[src/rtl/lcdt_pkg.sv]
// Package for the raster timing generator.
// Holds the counter widths, the register addresses and the decoded
// configuration record, plus the function that unpacks the register words.
// Assumes the register layout given in the brief.
package lcdt_pkg;

    localparam int HCNT_W = 13;   // holds sync+porches+2048 active pixels
    localparam int VCNT_W = 12;   // holds 2048 lines plus vertical blanking
    localparam int REG_W  = 32;
    localparam int ADDR_W = 2;
    localparam int ACN_W  = 8;
    localparam int ACM_W  = 4;

    localparam logic [ADDR_W-1:0] ADDR_CTRL = 2'd0;
    localparam logic [ADDR_W-1:0] ADDR_T0   = 2'd1;
    localparam logic [ADDR_W-1:0] ADDR_T1   = 2'd2;
    localparam logic [ADDR_W-1:0] ADDR_T2   = 2'd3;

    typedef struct packed {
        logic [HCNT_W-1:0] h_sync;
        logic [HCNT_W-1:0] h_back;
        logic [HCNT_W-1:0] h_act;
        logic [HCNT_W-1:0] h_front;
        logic [VCNT_W-1:0] v_sync;
        logic [VCNT_W-1:0] v_back;
        logic [VCNT_W-1:0] v_act;
        logic [VCNT_W-1:0] v_front;
        logic [ACN_W-1:0]  ac_lines;
        logic [ACM_W-1:0]  ac_irq_every;
        logic              inv_vs;
        logic              inv_hs;
        logic              inv_pclk;
        logic              inv_de;
        logic              sync_fall;
        logic              tft;
    } lcdt_cfg_t;

    // Turn the packed, partly minus-one coded register words into plain counts.
    function automatic lcdt_cfg_t lcdt_decode(input logic [REG_W-1:0] ctrl,
                                              input logic [REG_W-1:0] t0,
                                              input logic [REG_W-1:0] t1,
                                              input logic [REG_W-1:0] t2);
        lcdt_cfg_t c;
        c.h_act        = (HCNT_W'({t0[3], t0[9:4]}) + HCNT_W'(1)) << 4;
        c.h_sync       = HCNT_W'({t2[30:27], t0[15:10]}) + HCNT_W'(1);
        c.h_front      = HCNT_W'({t2[1:0], t0[23:16]}) + HCNT_W'(1);
        c.h_back       = HCNT_W'({t2[5:4], t0[31:24]}) + HCNT_W'(1);
        c.v_act        = VCNT_W'({t2[26], t1[9:0]}) + VCNT_W'(1);
        c.v_sync       = VCNT_W'(t1[15:10]) + VCNT_W'(1);
        c.v_front      = VCNT_W'(t1[23:16]);
        c.v_back       = VCNT_W'(t1[31:24]);
        c.ac_lines     = t2[15:8];
        c.ac_irq_every = t2[19:16];
        c.inv_vs       = t2[20];
        c.inv_hs       = t2[21];
        c.inv_pclk     = t2[22];
        c.inv_de       = t2[23];
        c.sync_fall    = t2[25] & t2[24];
        c.tft          = ctrl[7];
        return c;
    endfunction

endpackage

[src/rtl/lcdt_cfg_regs.sv]
// Register bank with a frame-synchronous shadow.
// Write-only staging words are decoded and copied into the live
// configuration whenever load_cfg is high (disabled, or at a frame wrap).
// The enable bit is taken live from the staged control word.
module lcdt_cfg_regs
    import lcdt_pkg::*;
(
    input  logic              clk,
    input  logic              rst_n,
    input  logic              wr_en,
    input  logic [ADDR_W-1:0] wr_addr,
    input  logic [REG_W-1:0]  wr_data,
    input  logic              load_cfg,
    output logic              raster_en,
    output lcdt_cfg_t         cfg_q
);

    logic [REG_W-1:0] ctrl_q, t0_q, t1_q, t2_q;
    logic             unused_bits;

    // Capture register writes into the staging words.
    always_ff @(posedge clk) begin
        if (!rst_n) begin
            ctrl_q <= '0;
            t0_q   <= '0;
            t1_q   <= '0;
            t2_q   <= '0;
        end else if (wr_en) begin
            case (wr_addr)
                ADDR_CTRL: ctrl_q <= wr_data;
                ADDR_T0:   t0_q   <= wr_data;
                ADDR_T1:   t1_q   <= wr_data;
                default:   t2_q   <= wr_data;
            endcase
        end
    end

    // Reload the live configuration only at a safe point.
    always_ff @(posedge clk) begin
        if (!rst_n)
            cfg_q <= '0;
        else if (load_cfg)
            cfg_q <= lcdt_decode(ctrl_q, t0_q, t1_q, t2_q);
    end

    assign raster_en   = ctrl_q[0];
    assign unused_bits = ^{ctrl_q[REG_W-1:8], ctrl_q[6:1], t0_q[2:0],
                           t2_q[31], t2_q[7:6], t2_q[3:2]};

endmodule

[src/rtl/lcdt_axis.sv]
// One scan axis: a counter that runs over sync, back porch, active and
// front porch, in that order. The same module serves columns and lines.
// Assumes the phase lengths stay fixed while step is active mid-period.
module lcdt_axis #(
    parameter int W = 13
) (
    input  logic         clk,
    input  logic         rst_n,
    input  logic         clear,
    input  logic         step,
    input  logic [W-1:0] sync_len,
    input  logic [W-1:0] back_len,
    input  logic [W-1:0] act_len,
    input  logic [W-1:0] front_len,
    output logic [W-1:0] cnt,
    output logic         last,
    output logic         in_sync,
    output logic         in_active,
    output logic [W-1:0] act_pos
);

    logic [W-1:0] total;
    logic [W-1:0] act_start;
    logic [W-1:0] act_end;

    // Phase boundaries derived from the programmed lengths.
    always_comb begin
        act_start = sync_len + back_len;
        act_end   = act_start + act_len;
        total     = act_end + front_len;
    end

    // Position counter, wrapping at the end of the period.
    always_ff @(posedge clk) begin
        if (!rst_n || clear)
            cnt <= '0;
        else if (step)
            cnt <= last ? '0 : cnt + W'(1);
    end

    assign last      = (cnt == total - W'(1));
    assign in_sync   = (cnt < sync_len);
    assign in_active = (cnt >= act_start) && (cnt < act_end);
    assign act_pos   = cnt - act_start;

endmodule

[src/rtl/lcdt_acbias.sv]
// Line-paced bias toggle and toggle-count pulse.
// Flips the bias level after every `period` line ends and pulses irq_out
// for one clock on every `irq_every`-th flip. A zero count disables either.
module lcdt_acbias #(
    parameter int N_W = 8,
    parameter int M_W = 4
) (
    input  logic           clk,
    input  logic           rst_n,
    input  logic           clear,
    input  logic           line_end,
    input  logic [N_W-1:0] period,
    input  logic [M_W-1:0] irq_every,
    output logic           ac_out,
    output logic           irq_out
);

    logic [N_W-1:0] line_cnt;
    logic [M_W-1:0] flip_cnt;

    // Count lines, flip the bias and count flips for the pulse.
    always_ff @(posedge clk) begin
        if (!rst_n || clear) begin
            line_cnt <= '0;
            flip_cnt <= '0;
            ac_out   <= 1'b0;
            irq_out  <= 1'b0;
        end else begin
            irq_out <= 1'b0;
            if (line_end && (period != '0)) begin
                if (line_cnt == period - N_W'(1)) begin
                    line_cnt <= '0;
                    ac_out   <= ~ac_out;
                    if (irq_every != '0) begin
                        if (flip_cnt == irq_every - M_W'(1)) begin
                            flip_cnt <= '0;
                            irq_out  <= 1'b1;
                        end else begin
                            flip_cnt <= flip_cnt + M_W'(1);
                        end
                    end
                end else begin
                    line_cnt <= line_cnt + N_W'(1);
                end
            end
        end
    end

endmodule

[src/rtl/lcdt_raster.sv]
// Top of the raster timing generator.
// Chains a column axis and a line axis, registers the decoded sync,
// enable and position, and applies polarity on the way out. Everything
// runs on the pixel clock; outputs lag the counters by one clock.
module lcdt_raster
    import lcdt_pkg::*;
(
    input  logic              clk,
    input  logic              rst_n,
    input  logic              reg_wr_en,
    input  logic [ADDR_W-1:0] reg_addr,
    input  logic [REG_W-1:0]  reg_wdata,
    output logic              lcd_hsync,
    output logic              lcd_vsync,
    output logic              lcd_de,
    output logic [HCNT_W-1:0] pixel_x,
    output logic [VCNT_W-1:0] pixel_y,
    output logic              ac_bias,
    output logic              ac_irq,
    output logic              pclk_invert,
    output logic              sync_fall_edge,
    output logic              tft_mode
);

    lcdt_cfg_t         cfg_q;
    logic              raster_en;
    logic              frame_wrap;
    logic [HCNT_W-1:0] h_cnt, h_pos;
    logic [VCNT_W-1:0] v_cnt, v_pos;
    logic              h_last, h_sync, h_act;
    logic              v_last, v_sync, v_act;
    logic              hs_q, vs_q, de_q;
    logic              pol_hs_q, pol_vs_q, pol_de_q;

    assign frame_wrap = raster_en & h_last & v_last;

    lcdt_cfg_regs u_regs (
        .clk       (clk),
        .rst_n     (rst_n),
        .wr_en     (reg_wr_en),
        .wr_addr   (reg_addr),
        .wr_data   (reg_wdata),
        .load_cfg  (!raster_en || frame_wrap),
        .raster_en (raster_en),
        .cfg_q     (cfg_q)
    );

    lcdt_axis #(.W(HCNT_W)) u_haxis (
        .clk       (clk),
        .rst_n     (rst_n),
        .clear     (!raster_en),
        .step      (raster_en),
        .sync_len  (cfg_q.h_sync),
        .back_len  (cfg_q.h_back),
        .act_len   (cfg_q.h_act),
        .front_len (cfg_q.h_front),
        .cnt       (h_cnt),
        .last      (h_last),
        .in_sync   (h_sync),
        .in_active (h_act),
        .act_pos   (h_pos)
    );

    lcdt_axis #(.W(VCNT_W)) u_vaxis (
        .clk       (clk),
        .rst_n     (rst_n),
        .clear     (!raster_en),
        .step      (raster_en & h_last),
        .sync_len  (cfg_q.v_sync),
        .back_len  (cfg_q.v_back),
        .act_len   (cfg_q.v_act),
        .front_len (cfg_q.v_front),
        .cnt       (v_cnt),
        .last      (v_last),
        .in_sync   (v_sync),
        .in_active (v_act),
        .act_pos   (v_pos)
    );

    lcdt_acbias #(.N_W(ACN_W), .M_W(ACM_W)) u_acb (
        .clk       (clk),
        .rst_n     (rst_n),
        .clear     (!raster_en),
        .line_end  (raster_en & h_last),
        .period    (cfg_q.ac_lines),
        .irq_every (cfg_q.ac_irq_every),
        .ac_out    (ac_bias),
        .irq_out   (ac_irq)
    );

    // Register the logical sync, enable and position for the current pixel.
    always_ff @(posedge clk) begin
        if (!rst_n) begin
            hs_q    <= 1'b0;
            vs_q    <= 1'b0;
            de_q    <= 1'b0;
            pixel_x <= '0;
            pixel_y <= '0;
        end else if (!raster_en) begin
            hs_q    <= 1'b0;
            vs_q    <= 1'b0;
            de_q    <= 1'b0;
            pixel_x <= '0;
            pixel_y <= '0;
        end else begin
            hs_q    <= h_sync;
            vs_q    <= v_sync;
            de_q    <= h_act & v_act;
            pixel_x <= (h_act & v_act) ? h_pos : '0;
            pixel_y <= (h_act & v_act) ? v_pos : '0;
        end
    end

    // Keep the polarity aligned with the pixel it applies to.
    always_ff @(posedge clk) begin
        if (!rst_n) begin
            pol_hs_q <= 1'b0;
            pol_vs_q <= 1'b0;
            pol_de_q <= 1'b0;
        end else begin
            pol_hs_q <= cfg_q.inv_hs;
            pol_vs_q <= cfg_q.inv_vs;
            pol_de_q <= cfg_q.inv_de;
        end
    end

    assign lcd_hsync      = hs_q ^ pol_hs_q;
    assign lcd_vsync      = vs_q ^ pol_vs_q;
    assign lcd_de         = de_q ^ pol_de_q;
    assign pclk_invert    = cfg_q.inv_pclk;
    assign sync_fall_edge = cfg_q.sync_fall;
    assign tft_mode       = cfg_q.tft;

endmodule

[config.mk]
export PLATFORM = sky130hd
export DESIGN_NAME = lcdt_raster
export DESIGN_NICKNAME = d
export VERILOG_FILES = /design/src/rtl/lcdt_pkg.sv /design/src/rtl/lcdt_cfg_regs.sv /design/src/rtl/lcdt_axis.sv /design/src/rtl/lcdt_acbias.sv /design/src/rtl/lcdt_raster.sv
export SDC_FILE = /design/constraint.sdc
export NUM_CORES = 1
export LEC_CHECK = 0
export ABC_AREA = 1
export BUFFER_PORTS_ARGS = -buffer_cell sky130_fd_sc_hd__buf_2
export CAP_MARGIN = 20
export CORE_AREA = 2 2 174 176
export DETAILED_ROUTE_END_ITERATION = 8
export DIE_AREA = 0 0 176 178
export HOLD_SLACK_MARGIN = 0.05
export PLACE_DENSITY = 0.8
export SYNTH_ARGS = -nofsm -noshare
export SYNTH_HDL_FRONTEND = slang
export SYNTH_SLANG_ARGS = --single-unit
[constraint.sdc]
create_clock -name clk -period 6.5 [get_ports clk]
set_input_delay 0.325 -clock clk [delete_from_list [all_inputs] [get_ports clk]]
set_output_delay 0.325 -clock clk [all_outputs]
set_load 0.005 [all_outputs]
==> results.txt, run 1 <==
DP HPWL = 32.7 mm
Die X = 176 um
Worst VDD drop = 0.000206 V
Overall Power = 4.67 mW
clock transition at the registers of the reported paths = 60 ps
DRT Pass-1 Iters = 6
cell internal pwr = 3.10 mW
status = finished clean
Switching Share = 33.7%
wire length of the first global-routing pass = 70.5 mm
number of global-route vias before repair = 14,000
Power Density = 262 nW/um^2
fin crit period = 5880 ps
placer congestion estimate = 0.965
postcts setup bufs = 0
row count = 63
Die H = 178 um
maxcap violations = 0
I/O pin total = 70
CP max FO = 33
slowest CP cell = o21ai_4
Max transition margin = 40.7%
crit path DAT = 6330 ps
die area = 31,300 um^2
synthesized flop and latch total = 254
clock network fraction of total power = 35.4%
Max clock buf depth = 3
CP most frequent cell = nand2_1
synth unique cells = 43
final WL = 43.9 mm
via count = 15,200
Fmax = 170 MHz
CTS resizes = 0
synth-to-layout area growth = 10.2%
sequential fraction of the synthesis area = 31.4%
Reg power frac = 35.7%
filler cell count = 2,650
clock root cell = clkbuf_16
Final period util = 90.4%
Via density = 5.41
RSZ-0062 raised after global routing = false
antenna violations before repair = 0
async set-reset flop share out of synthesis = 0%
WL/cell = 15.6 um
DRC Markers = 0
layout cells sized above 1 = 6.55%
total CTS buffers = 28
combinational share of power = 28.9%
Post-Syn Area per Cell = 6.84 um^2
synthesized instance count = 2,368
P_sw = 1.57 mW
CTS tree = done
worst setup path class = register to register
H-tree levels = 1
Port Buffers = 69
P_leak = 8.65 nW
n_diodes = 0
Max Slew Vio Count = 0
hold crit path type = primary input to register
Top FF cell, synth = dfxtp_1
core area = 29,400 um^2
initial DRC count = 1,376
Antenna Nets Post-Route = 0
final setup fails = 0
GRT Total Usage = 27.7%
startpoint types = register
post-route clock skew = 21.7 ps
CP max stage delay = 500 ps
critical path required time = 6950 ps
GRT Residual Overflow = 0
initial core utilization = 55.1%
Clock Sinks = 254
TNS Setup = 0 ps
Clock Latency Late Sink = 560 ps
FF+latch area = 5090 um^2
Final Hold Vio Count = 0
YS warnings = 0
net count reported at finish = 2,593
Post-Syn Area = 16,200 um^2
Post-synth EDFFs = 0
largest net degree at the start of global routing = 105
Worst Tran Pin Value = 885 ps
endpoint class of the critical path = register
Multi-input gate area = 9530 um^2
Synthesized Nets = 2,555
## routing by layer
layer / routed length, um / GRT usage (%) / part of all wire (%)
met5: 0 / 0 / 0
met4: 900 / 6.37 / 2.1
met3: 3700 / 3.67 / 8.4
met2: 19200 / 45.2 / 44
met1: 20000 / 38.9 / 46
## logic make-up (layout without fill, tap and decap cells)
kind of cell               count (synthesis)  count (layout)  share of synthesized area [%]
xor gates and xnor gates                 139             139                           7.52
buffers and inverters                    411             469                           9.92
adders and majority gates                150             150                           12.0
AOI/OAI and AO/OA                        332             333                           10.8
and+or+nand+nor                         1082            1082                           28.4
DFF                                      254             254                           31.4
## critical path, delay by kind of cell, from the launching register on
family / cells / cell delay (ps)
flops: 1 / 340
fa+ha+maj: 6 / 1770
compound gates: 4 / 1250
buf+inv: 6 / 580
simple gates: 12 / 1180
xor+xnor: 2 / 630
## timing repair
item	4_1_cts	5_1_grt
hold buffers	1	0
setup endpoints to repair	0	13
hold endpoints to repair	1	0
## final timing paths
check | start | slack, ps | end | depth (start not counted)
worst max-delay path | u_regs.cfg_q[92] | 620 | u_regs.cfg_q[112] | 30
worst min register to register | u_regs.cfg_q[5] | 460 | pol_vs_q | 2
worst min-delay path | reg_wdata[6] | 50 | u_regs.t0_q[6] | 3
worst max register to register | u_regs.cfg_q[92] | 620 | u_regs.cfg_q[112] | 30
## cell usage after synthesis (4+ instances only)
| cell type | count | area share, % |
|---|---|---|
| a21o_1 | 6 | 0.28 |
| a21oi_1 | 200 | 6.2 |
| a31oi_1 | 4 | 0.15 |
| buf_1 | 8 | 0.19 |
| buf_2 | 18 | 0.56 |
| buf_6 | 5 | 0.35 |
| clkbuf_1 | 49 | 1.1 |
| dfxtp_1 | 254 | 31 |
| fa_1 | 8 | 0.99 |
| ha_1 | 142 | 11 |
| inv_1 | 327 | 7.6 |
| nand2_1 | 493 | 11 |
| nand2_2 | 4 | 0.15 |
| nand3_1 | 175 | 5.4 |
| nand3_2 | 12 | 0.74 |
| nand3b_1 | 9 | 0.42 |
| nand4_1 | 40 | 1.5 |
| nor2_1 | 299 | 6.9 |
| nor3_1 | 34 | 1.1 |
| nor3b_1 | 4 | 0.19 |
| o211ai_1 | 6 | 0.28 |
| o21ai_0 | 91 | 2.8 |
| o21ai_1 | 5 | 0.15 |
| o21bai_1 | 8 | 0.37 |
| xnor2_1 | 41 | 2.2 |
| xor2_1 | 98 | 5.3 |
## metrics by stage
step	worst slack [ps]	cell area (um^2)	hold slack [ps]	cells	utilization, %
4_1_cts	589	17800	50.6	2813	60.5
2_1_floorplan	1800	16200	407	2368	-
5_1_grt	95.5	17900	58.5	2817	60.7
3_3_place_gp	750	16800	436	2761	57.2
3_5_place_dp	621	16800	439	2761	57.2
6_report	624	17900	53.1	2817	60.7
## sequential cells by signal, summed over array words and instances (netlist names)
signal and count:
u_regs.t1_q 32, u_haxis.cnt 13, pol_hs_q 1, pixel_y 12
u_vaxis.cnt 12, pixel_x 13, u_acb.line_cnt 8, u_acb.flip_cnt 4
u_acb.irq_out 1, vs_q 1, u_regs.t0_q 29, u_acb.ac_out 1
pol_de_q 1, u_regs.cfg_q 94, u_regs.ctrl_q 2, pol_vs_q 1
de_q 1, hs_q 1, u_regs.t2_q 27
## layout make-up
type	instances	area share [%]
multi-input combinational	1704	53.4
sequential	254	28.5
inverter	330	6.94
tap	390	2.73
timing repair buffer	88	3.05
clock inverter	13	0.876
clock buffer	38	4.53
## power by group through the flow
stage | sequential (mW) | clock [mW] | combinational [mW]
floorplan | 1.68 | 0 | 1.03
finish | 1.67 | 1.65 | 1.35
global route | 1.67 | 1.74 | 1.54
global placement | 1.70 | 0 | 1.29
detailed placement | 1.70 | 0 | 1.32
CTS | 1.67 | 1.67 | 1.33
## cells in the final DEF (no fill, tap or decap), types with 2 or more instances in the layout
cell type | Yosys | final
o21ai_1 | 5 | 5
nand3_2 | 12 | 11
nand2_2 | 4 | 4
a211oi_1 | 3 | 3
nand4_1 | 40 | 40
nor3b_1 | 4 | 4
buf_4 | 1 | 15
nor3_1 | 34 | 34
o21bai_1 | 8 | 8
o21ai_0 | 91 | 91
nand2_1 | 493 | 493
nor2_4 | 2 | 2
o211ai_1 | 6 | 6
buf_2 | 18 | 68
bufinv_16 | 0 | 3
clkbuf_1 | 49 | 4
nor2_1 | 299 | 299
a21boi_1 | 2 | 2
xnor2_1 | 41 | 41
a21boi_0 | 2 | 2
nand3_1 | 175 | 175
dfxtp_1 | 254 | 253
a21o_1 | 6 | 6
clkbuf_16 | 0 | 29
clkbuf_8 | 0 | 5
clkinv_1 | 3 | 3
clkinv_2 | 0 | 6
nor4_1 | 3 | 3
fa_1 | 8 | 8
a21oi_2 | 2 | 2
a31oi_1 | 4 | 4
nand3b_1 | 9 | 9
inv_1 | 327 | 327
a21oi_1 | 200 | 200
xor2_1 | 98 | 98
ha_1 | 142 | 142
buf_12 | 0 | 2
or2_1 | 2 | 2
Power figures use the tool's default switching activity.
==> inputs of run 2 (changes only) <==
Settings changed: CORE_AREA 2 2 174 176 to 2 2 161 163, CTS_BUF_LIST from default to sky130_fd_sc_hd__clkbuf_8, DIE_AREA 0 0 176 178 to 0 0 163 165, PLACE_DENSITY 0.8 to 0.91.
==> run 2 against run 1 <==
  * Via count up 2.5%
  * Design area down 0.68%
  * Worst setup slack worse by 150 ps
  * Total power down 4.0%
  * Register-to-register slack worse by 150 ps
  * Worst hold slack better by 10 ps
  * Clock power down 11%
  * Clock skew up 6.5 ps
  * Non-clock buffer count up 6
  * Sequential power about the same
  * First-iteration DRC count up 10%
  * Sequential share of layout area up 0.19 points
==> results.txt, run 2 (same netlist as run 1, synthesis figures left out) <==
final setup fails = 0 (unchanged)
Final Hold Vio Count = 0 (unchanged)
Worst VDD drop = 0.000213 V (+3.5%)
Power Density = 253 nW/um^2 (-3.3%)
Max clock buf depth = 3 (unchanged)
WL/cell = 15.5 um (-0.35%)
H-tree levels = 2 (+1)
clock transition at the registers of the reported paths = 70 ps (about the same)
maxcap violations = 0 (unchanged)
initial core utilization = 64.7% (+9.6 points)
P_leak = 8.68 nW (+0.41%)
post-route clock skew = 28.2 ps (+6.53 ps)
synth-to-layout area growth = 9.49%
number of global-route vias before repair = 14,500 (+3.2%)
DRT Pass-1 Iters = 7 (+1)
startpoint types = register
Port Buffers = 69 (unchanged)
Reg2Reg Depth = 28 (-6.7%)
TNS Setup = 0 ps (unchanged)
worst hold path depth = 3 (unchanged)
CP max FO = 21 (-36%)
postcts setup bufs = 0 (unchanged)
DP HPWL = 32.2 mm (-1.6%)
hold crit path type = primary input to register
RSZ-0062 raised after global routing = false
endpoint class of the critical path = register
die area = 26,900 um^2 (-14%)
worst setup path class = register to register
clock root cell = clkbuf_8
slowest CP cell = nand3_1
critical path required time = 6930 ps (-20 ps)
largest net degree at the start of global routing = 91 (-13%)
final WL = 43.3 mm (-1.4%)
reg-to-reg endpoint = u_regs.cfg_q[90]
Final period util = 92.7% (+2.3 points)
core area = 25,000 um^2 (-15%)
row count = 58 (-7.9%)
Hold Buf Count CTS = 9 (+8)
initial DRC count = 1,516 (+10%)
CTS resizes = 0 (unchanged)
net count reported at finish = 2,612 (+0.73%)
filler cell count = 2,049 (-23%)
fin crit period = 6030 ps (+152 ps)
Fmax = 166 MHz (-2.5%)
FF-to-FF Start = u_regs.cfg_q[92]
Die X = 163 um (-7.4%)
commonest cells after routing, fill and taps aside = nand2_1 (493), inv_1 (340), nor2_1 (299)
I/O pin total = 70 (unchanged)
largest reg by FF count = u_regs.cfg_q
GRT Total Usage = 32.2% (+4.5 points)
status = finished clean
total CTS buffers = 42 (+50%)
wire length of the first global-routing pass = 70.1 mm (-0.67%)
via count = 15,600 (+2.5%)
Clock Latency Late Sink = 570 ps (about the same)
WHS = 63.4 ps (+10.4 ps)
most common cell after layout, fill and taps aside = nand2_1
biggest regs = u_regs.cfg_q x94, u_regs.t1_q x32, u_regs.t0_q x29
Die H = 165 um (-7.3%)
Via density = 5.61 (+3.6%)
hold endpoint = u_regs.t0_q[5]
placer congestion estimate = 0.978 (+1.4%)
Max transition margin = 40.0% (-0.68 points)
Worst Tran Pin Value = 895 ps (+10.2 ps)
Clock Sinks = 254 (unchanged)
antenna violations before repair = 0 (unchanged)
min-delay src = reg_wdata[5]
CP max stage delay = 590 ps (+90 ps)
crit path DAT = 6450 ps (+120 ps)
DRC Markers = 0 (unchanged)
max reg flops = 94 (unchanged)
layout cells sized above 1 = 7.00% (+0.45 points)
n_diodes = 0 (unchanged)
CP most frequent cell = inv_1
reg-to-reg slack, setup = 470 ps (-150 ps)
Max Slew Vio Count = 0 (unchanged)
GRT Residual Overflow = 0 (unchanged)
Antenna Nets Post-Route = 0 (unchanged)
CTS tree = done
-- run 2: critical path: cells and delay by family (launching register included) --
family | cells | cell delay, ps
simple gates | 10 | 1880
fa+ha+maj | 5 | 1470
flops | 1 | 350
xor+xnor | 2 | 630
buf+inv | 5 | 360
compound gates | 6 | 1190
-- run 2: area by class of cell --
class                      count  area (um^2)  share of cell area [%]
inverter                     330         1240                    6.98
clock buffer                  51          702                    3.96
clock inverter                25          181                    1.02
timing repair buffer          94          591                    3.33
tap                          330          413                    2.33
multi-input combinational   1703         9520                    53.7
sequential                   254         5090                    28.7
-- run 2: per-layer routing --
metal / track usage, % / wire, um
met2: 52.3 / 19100
met4: 12.6 / 1550
met5: 0 / 0
met1: 43.3 / 18900
met3: 4.77 / 3720
-- run 2: how the worst max path moves through the flow --
stage	start	endpoint	slack, ps	depth (start not counted)
6_report	u_regs.cfg_q[92]	u_regs.cfg_q[90]	470	28
5_1_grt	u_regs.cfg_q[92]	u_regs.cfg_q[90]	20	29
4_1_cts	u_regs.cfg_q[92]	u_regs.cfg_q[90]	610	28
3_5_place_dp	u_regs.cfg_q[92]	u_regs.cfg_q[90]	620	28
3_3_place_gp	u_regs.cfg_q[92]	u_regs.cfg_q[90]	740	28
2_1_floorplan	u_regs.cfg_q[92]	u_regs.cfg_q[0]	1800	29
-- run 2: stage by stage --
| stage | utilization, % | cells | total power, mW | area [um^2] | setup slack, ps |
|---|---|---|---|---|---|
| floorplan | - | 2368 | 2.71 | 16200 | 1800 |
| finish | 70.8 | 2787 | 4.48 | 17700 | 472 |
| detailed placement | 66.9 | 2700 | 3.00 | 16700 | 621 |
| global route | 70.8 | 2787 | 4.76 | 17700 | 20.4 |
| global placement | 66.9 | 2700 | 2.96 | 16700 | 744 |
| CTS | 70.7 | 2785 | 4.47 | 17700 | 607 |
-- run 2: report_power, final --
part | total (mW) | switching, mW | internal [mW]
sequential | 1.67 | 0.0482 | 1.62
clock | 1.47 | 0.671 | 0.798
combinational | 1.35 | 0.860 | 0.487
==> inputs of run 3 (changes only) <==
--- a/config.mk
+++ b/config.mk
@@ -9,10 +9,12 @@
 export BUFFER_PORTS_ARGS = -buffer_cell sky130_fd_sc_hd__buf_2
 export CAP_MARGIN = 20
-export CORE_AREA = 2 2 161 163
+export CELL_PAD_IN_SITES_DETAIL_PLACEMENT = 1
+export CELL_PAD_IN_SITES_GLOBAL_PLACEMENT = 1
+export CORE_AREA = 2 2 189 191
 export CTS_BUF_LIST = sky130_fd_sc_hd__clkbuf_8
 export DETAILED_ROUTE_END_ITERATION = 8
-export DIE_AREA = 0 0 163 165
+export DIE_AREA = 0 0 191 193
 export HOLD_SLACK_MARGIN = 0.05
-export PLACE_DENSITY = 0.91
+export PLACE_DENSITY = 0.9
 export SYNTH_ARGS = -nofsm -noshare
 export SYNTH_HDL_FRONTEND = slang
==> constraint.sdc (replaced) <==
create_clock -name clk -period 6.5 [get_ports clk]
set_input_delay 0.325 -clock clk [delete_from_list [all_inputs] [get_ports clk]]
set_output_delay 0.325 -clock clk [all_outputs]
set_load 0.01 [all_outputs]
==> run 3 against run 2 <==
  * Worst hold slack better by 31 ps
  * Clock-buffer cell count up 3
  * Core utilization down 19 points
==> results.txt, run 3 (same netlist as run 1, synthesis figures left out) <==
DRT Pass-1 Iters = 5 (-2)
postcts setup bufs = 0 (unchanged)
Clock Sinks = 254 (unchanged)
fin crit period = 5900 ps (-127 ps)
biggest regs = u_regs.cfg_q x94, u_regs.t1_q x32, u_regs.t0_q x29
net count reported at finish = 2,624 (+0.46%)
initial core utilization = 46.3% (-18 points)
WHS = 94.7 ps (+31.2 ps)
GRT Residual Overflow = 0 (unchanged)
DP HPWL = 40.0 mm (+24%)
met3 wire length = 2.69 mm (-28%)
synth-to-layout area growth = 11.5%
startpoint types = register
P_leak = 8.76 nW (+0.85%)
wire length of the first global-routing pass = 86.6 mm (+24%)
Power Density = 258 nW/um^2 (+2.1%)
Die X = 191 um (+17%)
Worst VDD drop = 0.000179 V (-16%)
met1 WL = 24.2 mm (+28%)
Fmax = 169 MHz (+2.1%)
final setup fails = 0 (unchanged)
Max transition margin = 34.9% (-5.0 points)
Via density = 5.46 (-2.5%)
maxcap violations = 0 (unchanged)
Max clock buf depth = 3 (unchanged)
layout cells sized above 1 = 7.17% (+0.17 points)
hold crit path type = primary input to register
antenna violations before repair = 1 (+1)
slowest CP cell = o21ai_4
status = finished clean
met2 wire len = 25.1 mm (+31%)
CP max stage delay = 520 ps (-70 ps)
Die H = 193 um (+17%)
via count = 16,000 (+2.5%)
post-layout util = 51.7% (-19 points)
endpoint class of the critical path = register
I/O pin total = 70 (unchanged)
final WL = 54.0 mm (+25%)
max reg flops = 94 (unchanged)
commonest cells after routing, fill and taps aside = nand2_1 (493), inv_1 (340), nor2_1 (299)
CP max FO = 18 (-14%)
Max Slew Vio Count = 0 (unchanged)
n_diodes = 0 (unchanged)
Crit path buffers/inverters = 4 (-1)
initial DRC count = 785 (-48%)
GRT Total Usage = 29.6% (-2.6 points)
crit path DAT = 6370 ps (-80 ps)
Final period util = 90.8% (-2.0 points)
critical path required time = 6970 ps (+40 ps)
Port Buffers = 69 (unchanged)
Clock Latency Late Sink = 600 ps (+30 ps)
total CTS buffers = 45 (+7.1%)
H-tree levels = 2 (unchanged)
largest reg by FF count = u_regs.cfg_q
most common cell after layout, fill and taps aside = nand2_1
clock transition at the registers of the reported paths = 70 ps (about the same)
DRC Markers = 0 (unchanged)
number of global-route vias before repair = 16,900 (+17%)
Antenna Nets Post-Route = 0 (unchanged)
row count = 69 (+19%)
die area = 36,900 um^2 (+37%)
reg-to-reg slack, setup = 600 ps (+130 ps)
RSZ-0062 raised after global routing = false
placer congestion estimate = 0.907 (-7.3%)
post-route clock skew = 26.6 ps (-1.58 ps)
clock root cell = clkbuf_8
Overall Power = 4.66 mW (+4.0%)
CP most frequent cell = nand2_1
largest net degree at the start of global routing = 96 (+5.5%)
DR top layer = met4
WL/cell = 18.4 um (+19%)
CP top delay family = simple AND/OR/NAND/NOR gates
Final Hold Vio Count = 0 (unchanged)
CTS tree = done
Worst Tran Pin Value = 970 ps (+75.0 ps)
TNS Setup = 0 ps (unchanged)
core area = 35,000 um^2 (+40%)
worst setup path class = register to register
run 3: layer usage:
layer / vias up / global-route usage (%)
met1: 7751 / 37.9
met5: - / 0
met4: 0 / 12.2
met3: 136 / 4.14
li1: 7729 / -
met2: 400 / 50.0
run 3: metrics by stage:
| stage | std cells | setup slack [ps] | area, um^2 |
|---|---|---|---|
| 2_1_floorplan | 2368 | 1800 | 16200 |
| 3_3_place_gp | 2832 | 738 | 16900 |
| 3_5_place_dp | 2833 | 460 | 16900 |
| 4_1_cts | 2930 | 396 | 18000 |
| 5_1_grt | 2931 | 154 | 18100 |
| 6_report | 2931 | 599 | 18100 |
run 3: repair_timing:
item | in CTS | in global routing
hold endpoints to repair | 21 | 0
setup endpoints to repair | 0 | 33
hold buffers | 17 | 0
gates resized for setup | 0 | 3
run 3: area by class of cell:
type,instances,area (um^2)
repair buffers,103,711
flip-flops and latches,254,5090
fillers,4608,16900
inverters,330,1240
multi-input cells,1703,9530
well taps,461,577
clock inverters,26,179
clock buffers,54,743
run 3: final timing paths:
path	from	endpoint	cells past startpoint
setup reg to reg	u_regs.cfg_q[56]	u_regs.cfg_q[37]	32
hold / removal	reg_wdata[18]	u_regs.t1_q[18]	3
setup / recovery	u_regs.cfg_q[56]	u_regs.cfg_q[37]	32
hold reg to reg	u_regs.cfg_q[5]	pol_vs_q	2
run 3: power by group:
| group | switching [mW] | total, mW | internal, mW |
|---|---|---|---|
| registers | 0.0539 | 1.67 | 1.62 |
| clock network | 0.715 | 1.55 | 0.837 |
| logic | 0.939 | 1.44 | 0.499 |
run 3: worst register-to-register path: cells and delay by family (launching register included):
kind,cells,cell delay (ps)
buffers and inverters,4,440
xor gates and xnor gates,2,700
and+or+nand+nor,17,1680
AOI/OAI and AO/OA,5,1330
adders and majority gates,4,1310
DFF,1,340
